### src/rtl/smb_pkg.sv
// Shared types for the management-bus register slave.
// Assumes: nothing beyond IEEE 1800-2017 enums.
package smb_pkg;
    typedef enum logic [2:0] {
        ST_IDLE,   // not addressed, waiting for a start
        ST_RX,     // shifting in a byte from the host
        ST_RXACK,  // acknowledge slot for a received byte
        ST_TX,     // shifting out a byte to the host
        ST_TXACK   // host acknowledge slot for a sent byte
    } bus_st_t;

    typedef enum logic [1:0] {
        PH_ADDR,   // address plus direction byte
        PH_CMD,    // command byte
        PH_CNT,    // block write count byte
        PH_DATA    // data bytes
    } rx_ph_t;
endpackage

### src/rtl/smb_line_sync.sv
// Synchronises SCL/SDA and derives clock edges and start/stop events.
// Assumes: bus lines idle high; SDA changes well away from SCL edges.
module smb_line_sync #(
    parameter int SYNC_STAGES = 2
) (
    input  logic clk,
    input  logic rst_n,
    input  logic scl_in,
    input  logic sda_in,
    output logic scl_q,
    output logic sda_q,
    output logic scl_rise,
    output logic scl_fall,
    output logic start_det,
    output logic stop_det
);
    // One stage beyond the synchroniser keeps the previous sample.
    logic [SYNC_STAGES:0] scl_pipe;
    logic [SYNC_STAGES:0] sda_pipe;

    // Shift both lines through the synchroniser chains.
    always_ff @(posedge clk) begin
        if (!rst_n) begin
            scl_pipe <= '1;
            sda_pipe <= '1;
        end else begin
            scl_pipe <= {scl_pipe[SYNC_STAGES-1:0], scl_in};
            sda_pipe <= {sda_pipe[SYNC_STAGES-1:0], sda_in};
        end
    end

    // Edge and condition decode from current versus previous samples.
    always_comb begin
        scl_q     = scl_pipe[SYNC_STAGES-1];
        sda_q     = sda_pipe[SYNC_STAGES-1];
        scl_rise  = scl_q & ~scl_pipe[SYNC_STAGES];
        scl_fall  = ~scl_q & scl_pipe[SYNC_STAGES];
        start_det = scl_q & scl_pipe[SYNC_STAGES] & sda_pipe[SYNC_STAGES] & ~sda_q;
        stop_det  = scl_q & scl_pipe[SYNC_STAGES] & ~sda_pipe[SYNC_STAGES] & sda_q;
    end
endmodule

### src/rtl/smb_cfg_bank.sv
// Configuration register bank with strap-loaded read-only bits in register 0.
// Assumes: offsets at or above NREG are ignored on write and read as zero.
module smb_cfg_bank #(
    parameter int NREG    = 8,
    parameter int OFS_W   = 7,
    parameter int STRAP_W = 5
) (
    input  logic                clk,
    input  logic                rst_n,
    input  logic [STRAP_W-1:0]  strap_in,
    input  logic                wr_en,
    input  logic [OFS_W-1:0]    wr_ofs,
    input  logic [7:0]          wr_data,
    input  logic [OFS_W-1:0]    rd_ofs,
    output logic [7:0]          rd_data,
    output logic [NREG*8-1:0]   cfg_flat
);
    localparam int IDX_W = (NREG > 1) ? $clog2(NREG) : 1;
    localparam logic [7:0] STRAP_MASK = 8'((1 << STRAP_W) - 1);

    logic [7:0] regs [NREG];

    for (genvar g = 0; g < NREG; g++) begin : g_reg
        localparam logic [7:0] RO_M = (g == 0) ? STRAP_MASK : 8'h00;
        logic [7:0] q;
        // Hold one register; read-only bits keep their strap value.
        always_ff @(posedge clk) begin
            if (!rst_n)
                q <= (g == 0) ? 8'(strap_in) : 8'h00;
            else if (wr_en && (int'(wr_ofs) == g))
                q <= (wr_data & ~RO_M) | (q & RO_M);
        end
        assign regs[g] = q;
        assign cfg_flat[g*8 +: 8] = q;
    end

    // Read mux with zero beyond the bank.
    always_comb begin
        if (int'(rd_ofs) < NREG)
            rd_data = regs[rd_ofs[IDX_W-1:0]];
        else
            rd_data = 8'h00;
    end
endmodule

### src/rtl/smb_proto_fsm.sv
// Bus protocol engine: address match, command decode, byte/block transfers.
// Assumes: edges and start/stop come from smb_line_sync; SDA is open drain.
module smb_proto_fsm
    import smb_pkg::*;
#(
    parameter logic [6:0] SLV_ADDR = 7'h69,
    parameter int         NREG     = 8,
    parameter int         OFS_W    = 7
) (
    input  logic             clk,
    input  logic             rst_n,
    input  logic             sda_q,
    input  logic             scl_rise,
    input  logic             scl_fall,
    input  logic             start_det,
    input  logic             stop_det,
    input  logic [7:0]       rd_data,
    output logic [OFS_W-1:0] rd_ofs,
    output logic             wr_en,
    output logic [OFS_W-1:0] wr_ofs,
    output logic [7:0]       wr_data,
    output logic             sda_oe
);
    bus_st_t          state;
    rx_ph_t           phase, next_phase;
    logic [3:0]       bitcnt;
    logic [7:0]       shreg;
    logic [OFS_W-1:0] ptr;
    logic [7:0]       remain;
    logic             blk_mode;
    logic             rd_dir;
    logic             cnt_pending;
    logic [7:0]       blk_count;
    logic [7:0]       tx_byte;

    assign rd_ofs = ptr;

    // Block count, next byte to send and next receive phase.
    always_comb begin
        blk_count = (int'(ptr) < NREG) ? 8'(NREG - int'(ptr)) : 8'h00;
        tx_byte   = cnt_pending ? blk_count : rd_data;
        case (phase)
            PH_ADDR: next_phase = PH_CMD;
            PH_CMD:  next_phase = blk_mode ? PH_CNT : PH_DATA;
            default: next_phase = PH_DATA;
        endcase
    end

    // Protocol sequencing; start and stop override every state.
    always_ff @(posedge clk) begin
        if (!rst_n) begin
            state       <= ST_IDLE;
            phase       <= PH_ADDR;
            bitcnt      <= '0;
            shreg       <= '0;
            ptr         <= '0;
            remain      <= '0;
            blk_mode    <= 1'b0;
            rd_dir      <= 1'b0;
            cnt_pending <= 1'b0;
            wr_en       <= 1'b0;
            wr_ofs      <= '0;
            wr_data     <= '0;
            sda_oe      <= 1'b0;
        end else begin
            wr_en <= 1'b0;
            if (start_det) begin
                state  <= ST_RX;
                phase  <= PH_ADDR;
                bitcnt <= '0;
                sda_oe <= 1'b0;
            end else if (stop_det) begin
                state    <= ST_IDLE;
                sda_oe   <= 1'b0;
                blk_mode <= 1'b0;
            end else begin
                case (state)
                    ST_RX: begin
                        if (scl_rise) begin
                            shreg  <= {shreg[6:0], sda_q};
                            bitcnt <= bitcnt + 4'd1;
                        end else if (scl_fall && bitcnt == 4'd8) begin
                            state  <= ST_RXACK;
                            sda_oe <= 1'b1;
                            case (phase)
                                PH_ADDR: begin
                                    if (shreg[7:1] != SLV_ADDR) begin
                                        state  <= ST_IDLE;
                                        sda_oe <= 1'b0;
                                    end else begin
                                        rd_dir      <= shreg[0];
                                        cnt_pending <= shreg[0] & blk_mode;
                                    end
                                end
                                PH_CMD: begin
                                    ptr      <= shreg[OFS_W-1:0];
                                    blk_mode <= ~shreg[7];
                                    remain   <= shreg[7] ? 8'd1 : 8'd0;
                                end
                                PH_CNT: remain <= shreg;
                                default: begin
                                    if (remain != 8'd0) begin
                                        wr_en   <= 1'b1;
                                        wr_ofs  <= ptr;
                                        wr_data <= shreg;
                                        ptr     <= ptr + 1'b1;
                                        remain  <= remain - 8'd1;
                                    end else begin
                                        state  <= ST_IDLE;
                                        sda_oe <= 1'b0;
                                    end
                                end
                            endcase
                        end
                    end
                    ST_RXACK: begin
                        if (scl_fall) begin
                            if (phase == PH_ADDR && rd_dir) begin
                                state  <= ST_TX;
                                shreg  <= tx_byte;
                                sda_oe <= ~tx_byte[7];
                                bitcnt <= 4'd1;
                                if (cnt_pending) cnt_pending <= 1'b0;
                                else             ptr <= ptr + 1'b1;
                            end else begin
                                state  <= ST_RX;
                                phase  <= next_phase;
                                bitcnt <= '0;
                                sda_oe <= 1'b0;
                            end
                        end
                    end
                    ST_TX: begin
                        if (scl_fall) begin
                            if (bitcnt == 4'd8) begin
                                state  <= ST_TXACK;
                                sda_oe <= 1'b0;
                            end else begin
                                sda_oe <= ~shreg[6];
                                shreg  <= {shreg[6:0], 1'b0};
                                bitcnt <= bitcnt + 4'd1;
                            end
                        end
                    end
                    ST_TXACK: begin
                        if (scl_rise && sda_q) begin
                            state <= ST_IDLE;
                        end else if (scl_fall) begin
                            state  <= ST_TX;
                            shreg  <= tx_byte;
                            sda_oe <= ~tx_byte[7];
                            bitcnt <= 4'd1;
                            if (cnt_pending) cnt_pending <= 1'b0;
                            else             ptr <= ptr + 1'b1;
                        end
                    end
                    default: ;
                endcase
            end
        end
    end
endmodule

### src/rtl/smb_cfg_slave.sv
// Top: management-bus slave giving byte and block access to a register bank.
// Assumes: system clock oversamples SCL by at least 8x; SDA pad is open drain.
module smb_cfg_slave #(
    parameter logic [6:0] SLV_ADDR    = 7'h69,
    parameter int         NREG        = 8,
    parameter int         STRAP_W     = 5,
    parameter int         SYNC_STAGES = 2
) (
    input  logic                clk,
    input  logic                rst_n,
    input  logic                scl_in,
    input  logic                sda_in,
    output logic                sda_oe,
    input  logic [STRAP_W-1:0]  strap_in,
    output logic [NREG*8-1:0]   cfg_out
);
    localparam int OFS_W = 7;

    logic             scl_q, sda_q, scl_rise, scl_fall, start_det, stop_det;
    logic             wr_en;
    logic [OFS_W-1:0] wr_ofs, rd_ofs;
    logic [7:0]       wr_data, rd_data;

    smb_line_sync #(.SYNC_STAGES(SYNC_STAGES)) u_sync (
        .clk(clk), .rst_n(rst_n), .scl_in(scl_in), .sda_in(sda_in),
        .scl_q(scl_q), .sda_q(sda_q), .scl_rise(scl_rise), .scl_fall(scl_fall),
        .start_det(start_det), .stop_det(stop_det)
    );

    smb_proto_fsm #(.SLV_ADDR(SLV_ADDR), .NREG(NREG), .OFS_W(OFS_W)) u_fsm (
        .clk(clk), .rst_n(rst_n), .sda_q(sda_q), .scl_rise(scl_rise),
        .scl_fall(scl_fall), .start_det(start_det), .stop_det(stop_det),
        .rd_data(rd_data), .rd_ofs(rd_ofs), .wr_en(wr_en), .wr_ofs(wr_ofs),
        .wr_data(wr_data), .sda_oe(sda_oe)
    );

    smb_cfg_bank #(.NREG(NREG), .OFS_W(OFS_W), .STRAP_W(STRAP_W)) u_bank (
        .clk(clk), .rst_n(rst_n), .strap_in(strap_in), .wr_en(wr_en),
        .wr_ofs(wr_ofs), .wr_data(wr_data), .rd_ofs(rd_ofs), .rd_data(rd_data),
        .cfg_flat(cfg_out)
    );
endmodule

### config.mk
export PLATFORM = sky130hd
export DESIGN_NAME = smb_cfg_slave
export DESIGN_NICKNAME = d
export VERILOG_FILES = /design/src/rtl/smb_pkg.sv /design/src/rtl/smb_line_sync.sv /design/src/rtl/smb_cfg_bank.sv /design/src/rtl/smb_proto_fsm.sv /design/src/rtl/smb_cfg_slave.sv
export SDC_FILE = /design/constraint.sdc
export NUM_CORES = 1
export LEC_CHECK = 0
export BUFFER_PORTS_ARGS = -buffer_cell sky130_fd_sc_hd__buf_2
export CAP_MARGIN = 20
export CORE_UTILIZATION = 53
export DETAILED_ROUTE_END_ITERATION = 16
export PLACE_DENSITY = 0.76
export SYNTH_ARGS = -nofsm -noshare
export SYNTH_HDL_FRONTEND = slang
export SYNTH_HIERARCHICAL = 1
export SYNTH_SLANG_ARGS = --single-unit
export TNS_END_PERCENT = 50
### constraint.sdc
create_clock -name clk -period 2.2 [get_ports clk]
set_clock_uncertainty 0.1 [all_clocks]
set_input_delay 0 -clock clk [delete_from_list [all_inputs] [get_ports clk]]
set_output_delay 0 -clock clk [all_outputs]
set_load 0.005 [all_outputs]
Word level (Yosys, flattened, before mapping)
Cells that the tools add are included.
{"block": "op_classes", "add_sub_neg": 4, "n_lt_le_gt_ge": 2, "n_eq_ne": 38, "n_mux": 79, "bitwise_logic": 27, "reduce_logical": 39}
{"cell": "$mux 8", "n": 13}
{"cell": "$mux 7", "n": 8}
{"cell": "$reduce_and 7->1", "n": 6}
{"cell": "$pmux 8 s4", "n": 1}
{"cell": "$eq 7x4->1 const B", "n": 4}
{"cell": "$mux 1", "n": 28}
{"cell": "$bmux 8 s3", "n": 1}
{"cell": "$mux 4", "n": 6}
{"cell": "$pmux 8 s3", "n": 1}
{"cell": "$reduce_and 11->1", "n": 2}
{"cell": "$mux 3", "n": 7}
{"cell": "$pmux 7 s3", "n": 1}
{"cell": "$ne 2x1->1 const B", "n": 9}
{"cell": "$not 1->1", "n": 17}
{"cell": "$ne 4x3->1 const B", "n": 4}
{"cell": "$pmux 4 s4", "n": 1}
{"cell": "$eq 7x3->1 const B", "n": 2}
{"cell": "$pmux 7 s2", "n": 1}
{"cell": "$ne 2x2->1 const B", "n": 6}
{"cell": "$pmux 3 s4", "n": 1}
{"cell": "$logic_and 1x1->1", "n": 11}
{"cell": "$mux 5", "n": 2}
{"cell": "$reduce_and 10->1", "n": 1}
{"cell": "$reduce_or 9->1", "n": 1}
{"cell": "38 further kinds", "n": 55}
{"block": "totals", "regBits": 122, "in_bits": 9, "out_inout_bits": 65, "wordCells": 214}

Longest topological paths before layout
Gate-level depths: netlist of the first run.
{"block": "depth", "word_depth": 10, "mapped_depth": 10, "mapped_depth_nobuf": 8}

By module
The synthesis of the first run kept the hierarchy.
{"module": "smb_proto_fsm", "instances": 1, "cells_per_inst": 386, "area_each_um2": 3258.1, "seq_area_each_um2": 1041.0}
{"module": "smb_cfg_bank", "instances": 1, "cells_per_inst": 269, "area_each_um2": 2901.5, "seq_area_each_um2": 1331.3}
{"module": "smb_line_sync", "instances": 1, "cells_per_inst": 16, "area_each_um2": 190.2, "seq_area_each_um2": 120.1}

Worst setup path after synthesis of the first run
No wires, ideal clock.
{"block": "synth_timing", "path_kind": "flip-flop to flip-flop", "from": "reg u_fsm.ptr[0], in the netlist u_fsm/rd_ofs[0]", "to": "reg u_fsm.shreg[0]", "setup_ps": 135, "arrival_time_ps": 2073, "required_ps": 1965, "setup_slack_ps": -108, "path_stages_with_launch": 11, "path_buffers": 2, "period_less_slack_ps": 2308, "path_cell_list": "dfxtp_1 > buf_2 > buf_4 > mux4_2 > nand3_1 > o21ai_0 > nor2b_1 > a22oi_1 > mux2i_1 > a31oi_1 > a211oi_1"}
{"block": "synth_between", "elab_chain_len": 9, "elab_cells_between_ends": 14, "classes_between": "add/sub: 1; order compare: 1; mux: 11; bitwise: 1"}
{"item": "from (decl)", "line": "smb_proto_fsm.sv:28", "rtl": "logic [OFS_W-1:0] ptr;"}
{"item": "from (signal assigned)", "line": "smb_proto_fsm.sv:96", "rtl": "ptr <= shreg[OFS_W-1:0];"}
{"item": "from (signal assigned)", "line": "smb_proto_fsm.sv:106", "rtl": "ptr <= ptr + 1'b1;"}
{"item": "from (signal assigned)", "line": "smb_proto_fsm.sv:124", "rtl": "else ptr <= ptr + 1'b1;"}
{"item": "$not 3->4 (implied by the code)", "line": "smb_cfg_bank.sv:40", "rtl": "rd_data = regs[rd_ofs[IDX_W-1:0]];"}
{"item": "$bmux 8 s3", "line": "smb_cfg_bank.sv:40"}
{"item": "$mux 8 (implied by the code) (2 in a row)", "line": "smb_cfg_bank.sv:40"}
{"item": "$mux 8 (*)", "line": "smb_cfg_bank.sv:39", "rtl": "if (int'(rd_ofs) < NREG)"}
{"item": "via rd_data[0]", "line": "smb_cfg_slave.sv:22", "rtl": "logic [7:0] wr_data, rd_data;"}
{"item": "$mux 8 (*)", "line": "smb_proto_fsm.sv:41", "rtl": "tx_byte = cnt_pending ? blk_count : rd_data;"}
{"item": "$mux 8 (on tied branches)", "line": "smb_proto_fsm.sv:148, smb_proto_fsm.sv:118"}
{"item": "$mux 8 (on tied branches)", "line": "smb_proto_fsm.sv:146, smb_proto_fsm.sv:117"}
{"item": "$pmux 8 s4 (*)", "line": "smb_proto_fsm.sv:77", "rtl": "case (state)"}
{"item": "to (signal assigned)", "line": "smb_proto_fsm.sv:80", "rtl": "shreg <= {shreg[6:0], sda_q};"}
{"item": "to (signal assigned)", "line": "smb_proto_fsm.sv:140", "rtl": "shreg <= {shreg[6:0], 1'b0};"}
{"item": "to (signal assigned)", "line": "smb_proto_fsm.sv:150", "rtl": "shreg <= tx_byte;"}
{"item": "to (decl)", "line": "smb_proto_fsm.sv:27", "rtl": "logic [7:0] shreg;"}
Mark *: on every way through the listed nets, which the timed path passes. The rest lies on a longest branch. The select of a mux whose other input is x is not followed.
A chain may end at the register's enable or synchronous reset.

Worst setup path after layout of the first run
{"block": "layout_timing", "from": "reg u_fsm.state[2]", "to": "reg u_fsm.shreg[4]"}
{"block": "layout_between", "elab_chain_len": 3, "elab_cells_between_ends": 14, "classes_between": "eq/ne: 11; mux: 1; reduce/logical: 2"}
{"item": "from (decl)", "line": "smb_proto_fsm.sv:24", "rtl": "bus_st_t state;"}
{"item": "from (signal assigned)", "line": "smb_proto_fsm.sv:52", "rtl": "state <= ST_IDLE;"}
{"item": "from (signal assigned)", "line": "smb_proto_fsm.sv:68", "rtl": "state <= ST_RX;"}
{"item": "from (signal assigned)", "line": "smb_proto_fsm.sv:73", "rtl": "state <= ST_IDLE;"}
{"item": "$eq 3x2->1 (tied with other cells)", "line": "smb_proto_fsm.sv:77"}
{"item": "$ne 2x1->1 (no source line) (tied with other cells)"}
{"item": "$reduce_and 10->1 (no source line)"}
{"item": "to (signal assigned)", "line": "smb_proto_fsm.sv:80"}
{"item": "to (signal assigned)", "line": "smb_proto_fsm.sv:120", "rtl": "shreg <= tx_byte;"}
{"item": "to (signal assigned)", "line": "smb_proto_fsm.sv:140"}
Parallel ways exist; a longest one is shown, timed or not.

==> flow_summary.toml, run 1 <==
[sta]
relSlewSlack_pct = 54.2
hold_viol_final = 0
fmax_mhz = 459
period_needed_ns = 2.18
maxSlewViolCount = 0
setup_viol = 0
worst_pin_slew_ns = 0.683
fin_hold_ws_ns = 0.217
fin_crit_sh_pct = 99.0

[clocking]
cts_sinks = 122
htreeDepth = 4
cts-root-buf = "clkbuf_16"
path_clk_slew_ns = 0.06
clk_latency_ns = 0.42
cts_buffers = 17
clockBufferDepth = 2
cts_tree = "done"

[power_and_ir_drop]
power_switching_mw = 1.24
p_leak_nw = 3.69
power_mw = 5.43
swShare_pct = 22.9
powerDensity_mw_per_mm2 = 662
pwr-share-seq_pct = 41.5
pwr-share-comb_pct = 5.4
peakVddDrop_uv = 689
pwr-share-clk_pct = 53.1
intPower_mw = 4.19

[cells_and_area]
utilization_pct = 70.9
seqCellArea_sq_mm = 0.00250
final_cells = 962
drive_above_1_share_pct = 29.1
antennaDiodeCount = 0
syn_to_final_growth_pct = 29.1
final_nets = 827
fillers = 798
design_area_sq_mm = 0.00820
multi_input_area_sq_mm = 0.00365

[placement]
place_area_sq_mm = 0.00726
numPlacedInstances = 911
port_buffers = 73
dp_hpwl_um = 13000
place.gp.congestion = 0.923

[route]
drtIter0Drc = 499
routedWlPerCell_um = 20.1
vias = 5966
post_drt_via_cell_ratio = 6.20
dr.pass1.iters = 5
postRouteAntennaNets = 0
post-route-drc-count = 0
routed_wl_um = 19300

[logic_synthesis]
yosys_warnings = 6
syn_nets = 692
ys_types = 83
syn_avg_cell_area_sq_um = 9.46
synth-seq-cells = 122
ys_seq_area_share_pct = 39.3
synth-edff-count = 5
synth_ff_type = "dfxtp_1"
async_reset_ff_share_pct = 0
synthCells = 671
synth_area_sq_mm = 0.00635

[setup_path]
end_kind = "flop"
path_class = "reg2reg"
cpPeakStageDelay_ns = 0.46
cp_common_cell = "buf_4"
critical_path_arrival_ns = 2.40
worstSetupStartpointType = "flop"
worstPathCellList = "buf_12, nand2b_1, buf_4, a21oi_1, buf_4, nand3_1, a311oi_1"
path_max_fanout = 11
cp_slowest_cell = "a21oi_1"
worstPathRequired_ns = 2.42

[hold_path]
hp-class = "in2reg"

[run_status]
status = "finished, final reports clean"

[grt]
grt_max_degree = 91
antenna_found_initial = 0
grt_pass1_wl_um = 30400
globalRouteOverflowTotal = 0
grt_pass1_vias = 5861
grt_usage_pct = 31.2

[die]
row_count = 39
core-area_sq_mm = 0.0116
die_h_um = 111
dieArea_sq_mm = 0.0124
ios = 74
initial_core_util_pct = 54.9
die_w_um = 111

[run]
max-cap-violations = 0
==> state kept, by name, summed over array words and instances (netlist names) <==
register / cells
u_fsm/shreg: 8
u_fsm/state: 3
u_fsm/cnt_pending: 1
u_fsm/bitcnt: 4
u_fsm/phase: 2
u_fsm/wr_ofs: 7
u_sync/scl_pipe: 3
u_fsm/blk_mode: 1
u_fsm/sda_oe: 1
u_fsm/remain: 8
u_fsm/rd_ofs: 7
u_bank/g.q: 64
u_sync/sda_pipe: 3
u_fsm/wr_en: 1
u_fsm/rd_dir: 1
u_fsm/wr_data: 8
==> cell usage in the layout (no fill, tap or decap), types with 18 or more instances in the layout <==
cell	n
nor2_1	42
buf_4	67
clkbuf_16	18
nand3_1	23
buf_2	73
nand2_1	93
inv_1	26
o21ai_0	21
a21oi_1	27
dfxtp_1	113
mux2i_1	80
==> synthesized netlist by cell type, types with 6 or more instances <==
master / number / area, sq um
o21ai_0: 25 / 125
nor2_1: 42 / 158
nand2_1: 93 / 349
mux2i_1: 80 / 801
mux4_2: 16 / 360
nand2b_1: 12 / 75.1
and3_1: 6 / 37.5
nand4b_1: 6 / 52.6
nor3_1: 11 / 55.1
o311ai_0: 6 / 52.6
ha_1: 12 / 150
nor2b_1: 14 / 87.6
nand3_1: 25 / 125
clkbuf_1: 22 / 82.6
buf_2: 13 / 65.1
dfxtp_1: 117 / 2340
inv_1: 27 / 101
a21oi_1: 27 / 135
==> cell type report <==
cell class	instances	share of cell area [%]
tap	143	2.18
timing repair buffer	158	14.1
clock inverter	13	2.01
sequential	122	30.5
multi-input combinational	479	44.5
inverter	28	1.28
clock buffer	19	5.40
==> metrics by stage <==
step / worst slack [ns] / TNS [ns]
2_1_floorplan: 0.0279 / 0
3_3_place_gp: 0.0896 / 0
3_5_place_dp: -0.0532 / -0.0888
4_1_cts: 0.0227 / 0
5_1_grt: -0.0281 / -0.0449
6_report: 0.0230 / 0
==> layer usage <==
metal	share of wire [%]	wire (um)	vias to the layer above	track usage (%)
met3	8.0	1540	65	7.24
met5	0	0	-	0
li1	-	-	2718	-
met2	49	9390	328	52.0
met4	3.5	678	0	16.4
met1	40	7710	2855	37.6
==> power groups by stage <==
stage / Combinational (mW) / Clock (mW) / Sequential [mW]
CTS: 0.264 / 2.89 / 2.25
global route: 0.309 / 2.99 / 2.25
floorplan: 0.152 / 0 / 2.30
detailed placement: 0.243 / 0 / 2.30
global placement: 0.237 / 0 / 2.30
finish: 0.292 / 2.88 / 2.25
==> critical path: cells and delay by family, from the launching register on <==
| kind | cells | cell delay [ns] |
|---|---|---|
| AO/OA/AOI/OAI | 2 | 0.77 |
| buffers and inverters | 3 | 0.59 |
| flip-flops | 1 | 0.38 |
| AND/OR/NAND/NOR | 2 | 0.24 |
==> logic make-up (layout without fill, tap and decap cells) <==
logic type,count (synthesis),in the layout,share of synthesized area [%]
XOR/XNOR,3,3,0.532
multiplexers,96,96,18.3
AO/OA/AOI/OAI,122,122,14.2
flip-flops,122,122,39.3
adder cells (fa/ha/maj),12,12,2.36
AND/OR/NAND/NOR,246,246,20.5
buffers and inverters,70,218,4.93
==> what timing repair did <==
action	4_1_cts	5_1_grt
buffers inserted	0	9
hold buffers	8	0
gates cloned	1	1
endpoints found under the setup margin	5	24
resized for setup	5	26
endpoints found under the hold margin	16	0
pin swaps	0	6
==> worst paths after layout <==
kind | startpoint | cells after the start | end | slack (ns)
max reg2reg | u_fsm/state[2] | 7 | u_fsm/shreg[4] | 0.02
min reg2reg | u_sync/scl_pipe[0] | 1 | u_sync/scl_pipe[1] | 0.31
min | scl_in | 3 | u_sync/scl_pipe[0] | 0.22
max | u_fsm/state[2] | 7 | u_fsm/shreg[4] | 0.02
Power figures use the tool's default switching activity.
==> run 2: changes to the inputs <==
==> constraint.sdc (replaced) <==
create_clock -name clk -period 2.2 [get_ports clk]
set_clock_uncertainty 0.1 [all_clocks]
set_input_delay 0.33 -clock clk [delete_from_list [all_inputs] [get_ports clk]]
set_output_delay 0.33 -clock clk [all_outputs]
set_load 0.005 [all_outputs]
==> flow_summary.toml, run 2 (synthesis gave the netlist of run 1 again) <==
[run_status]
status = "finished, final reports clean"

[clocking]
htreeDepth = 4
cts_buffers = 17
cts-root-buf = "clkbuf_16"
clk_latency_ns = 0.41
path_clk_slew_ns = 0.06
clockBufferDepth = 2
cts_sinks = 122
cts_tree = "done"

[sta]
relSlewSlack_pct = 59.0
rsz0062_at_grt = "true"
fin_hold_ws_ns = 0.0606
maxSlewViolCount = 0
worst_pin_slew_ns = 0.612
period_needed_ns = 2.16
hold_viol_final = 0
setup_slack_ns = 0.0353
setup_viol = 0
fmax_mhz = 462
fin_crit_sh_pct = 98.4

[grt]
grt_usage_pct = 30.2
grt_max_degree = 55
antenna_found_initial = 0
globalRouteOverflowTotal = 0
grt_pass1_vias = 5787
grt_pass1_wl_um = 29500

[power_and_ir_drop]
swShare_pct = 21.6
peakVddDrop_uv = 612
pwr-share-seq_pct = 41.3
power_switching_mw = 1.18
pwr-share-comb_pct = 4.8
pwr-share-clk_pct = 53.9
intPower_mw = 4.28
p_leak_nw = 3.60
powerDensity_mw_per_mm2 = 685
power_mw = 5.46

[setup_path]
rr_startpoint = "u_fsm/bitcnt[1]"
worstPathRequired_ns = 2.39
worstSetupStartpointType = "flop"
reg2regPathDepth = 8
path_class = "reg2reg"
critical_path_arrival_ns = 2.36
path_max_fanout = 7
crit_start = "u_fsm/bitcnt[1]"
end_kind = "flop"

[route]
vias = 5883
routedWlPerCell_um = 19.8
post_drt_via_cell_ratio = 6.18
drtIter0Drc = 777
post-route-drc-count = 0
dr.pass1.iters = 6
postRouteAntennaNets = 0
routed_wl_um = 18800

[die]
dieArea_sq_mm = 0.0124
initial_core_util_pct = 54.9
die_w_um = 111
core-area_sq_mm = 0.0116
die_h_um = 111
ios = 74
row_count = 39

[placement]
place.gp.congestion = 0.880
dp_hpwl_um = 12800
place_ws_ns = -0.0742
port_buffers = 73

[cells_and_area]
top_register = "u_bank/g.q"
antennaDiodeCount = 0
syn_to_final_growth_pct = 25.7
utilization_pct = 69.0
drive_above_1_share_pct = 27.7
mostFrequentLayoutCells = "dfxtp_1 (113), nand2_1 (93), mux2i_1 (80)"
fillers = 850
largest_register_ffs = 64
final_nets = 817
final_common_cell = "dfxtp_1"

[hold_path]
min_path_cells = 2
hp-class = "in2reg"
min_from = "rst_n"

[run]
max-cap-violations = 0
==> run 2: cell count changes in the layout (fill, tap and decap cells not counted), moves of 2 or more <==
cell | previous run | this run
nand3_1 | 23 | 25
buf_12 | 7 | 4
o21ai_1 | 5 | 2
clkbuf_1 | 1 | 4
o311ai_1 | 0 | 3
inv_6 | 3 | 1
clkinvlp_4 | 4 | 2
nand3_2 | 3 | 1
o21ai_0 | 21 | 24
dlygate4sd3_1 | 8 | 2
o311ai_4 | 3 | 0
==> run 2: layer usage <==
layer	up-vias	GRT usage, %	share of wire, %
met3	47	7.35	7.1
met1	2834	36.7	41
li1	2690	-	-
met2	312	50.1	49
met4	0	15.2	3.3
met5	-	0	0
==> run 2: worst max-delay path, stage by stage, from the launching register on <==
cell and delay [ns]:
dfxtp_1 0.33, inv_1 0.06, ha_1 0.19, nand3b_1 0.16
buf_4 0.18, nor2_1 0.22, o22a_1 0.31, nor2_2 0.15
a311oi_1 0.33
==> run 2: metrics by stage <==
step,TNS (ns),std cells,instance area (sq um)
final,0,952,7980
after global routing,-0.186,952,7980
after CTS,0,945,7870
after detailed placement,-0.0877,911,7230
after global placement,0,911,7230
after floorplan,0,671,6360
==> run 2: layout make-up <==
| cell class | instances | area, sq um | share of cell area, % |
|---|---|---|---|
| multi-input cells | 479 | 3570 | 44.8 |
| flip-flops and latches | 122 | 2500 | 31.3 |
| repair buffers | 148 | 1000 | 12.5 |
| clock buffers | 22 | 454 | 5.69 |
| well taps | 143 | 179 | 2.24 |
| clock inverters | 10 | 166 | 2.09 |
| inverters | 28 | 105 | 1.32 |
==> run 2: power by group through the flow <==
stage	Clock [mW]	Sequential [mW]	Combinational, mW
after floorplan	0	2.30	0.152
final	2.95	2.26	0.260
after global placement	0	2.30	0.232
after CTS	2.96	2.26	0.241
after detailed placement	0	2.30	0.236
after global routing	3.09	2.26	0.278
==> run 2: final timing paths <==
path	end	slack (ns)
max	u_fsm/shreg[4]	0.04
min	u_sync/scl_pipe[2]	0.06
max reg2reg	u_fsm/shreg[4]	0.04
min reg2reg	u_sync/sda_pipe[1]	0.31
==> run 2: timing repair <==
| action | 4_1_cts | 5_1_grt |
|---|---|---|
| endpoints found under the hold margin | 2 | 0 |
| pin swaps | 0 | 2 |
| setup endpoints to repair | 4 | 41 |
| cloned | 0 | 1 |
| gates resized for setup | 4 | 12 |
| buffers inserted | 0 | 6 |
| hold buffers | 2 | 0 |
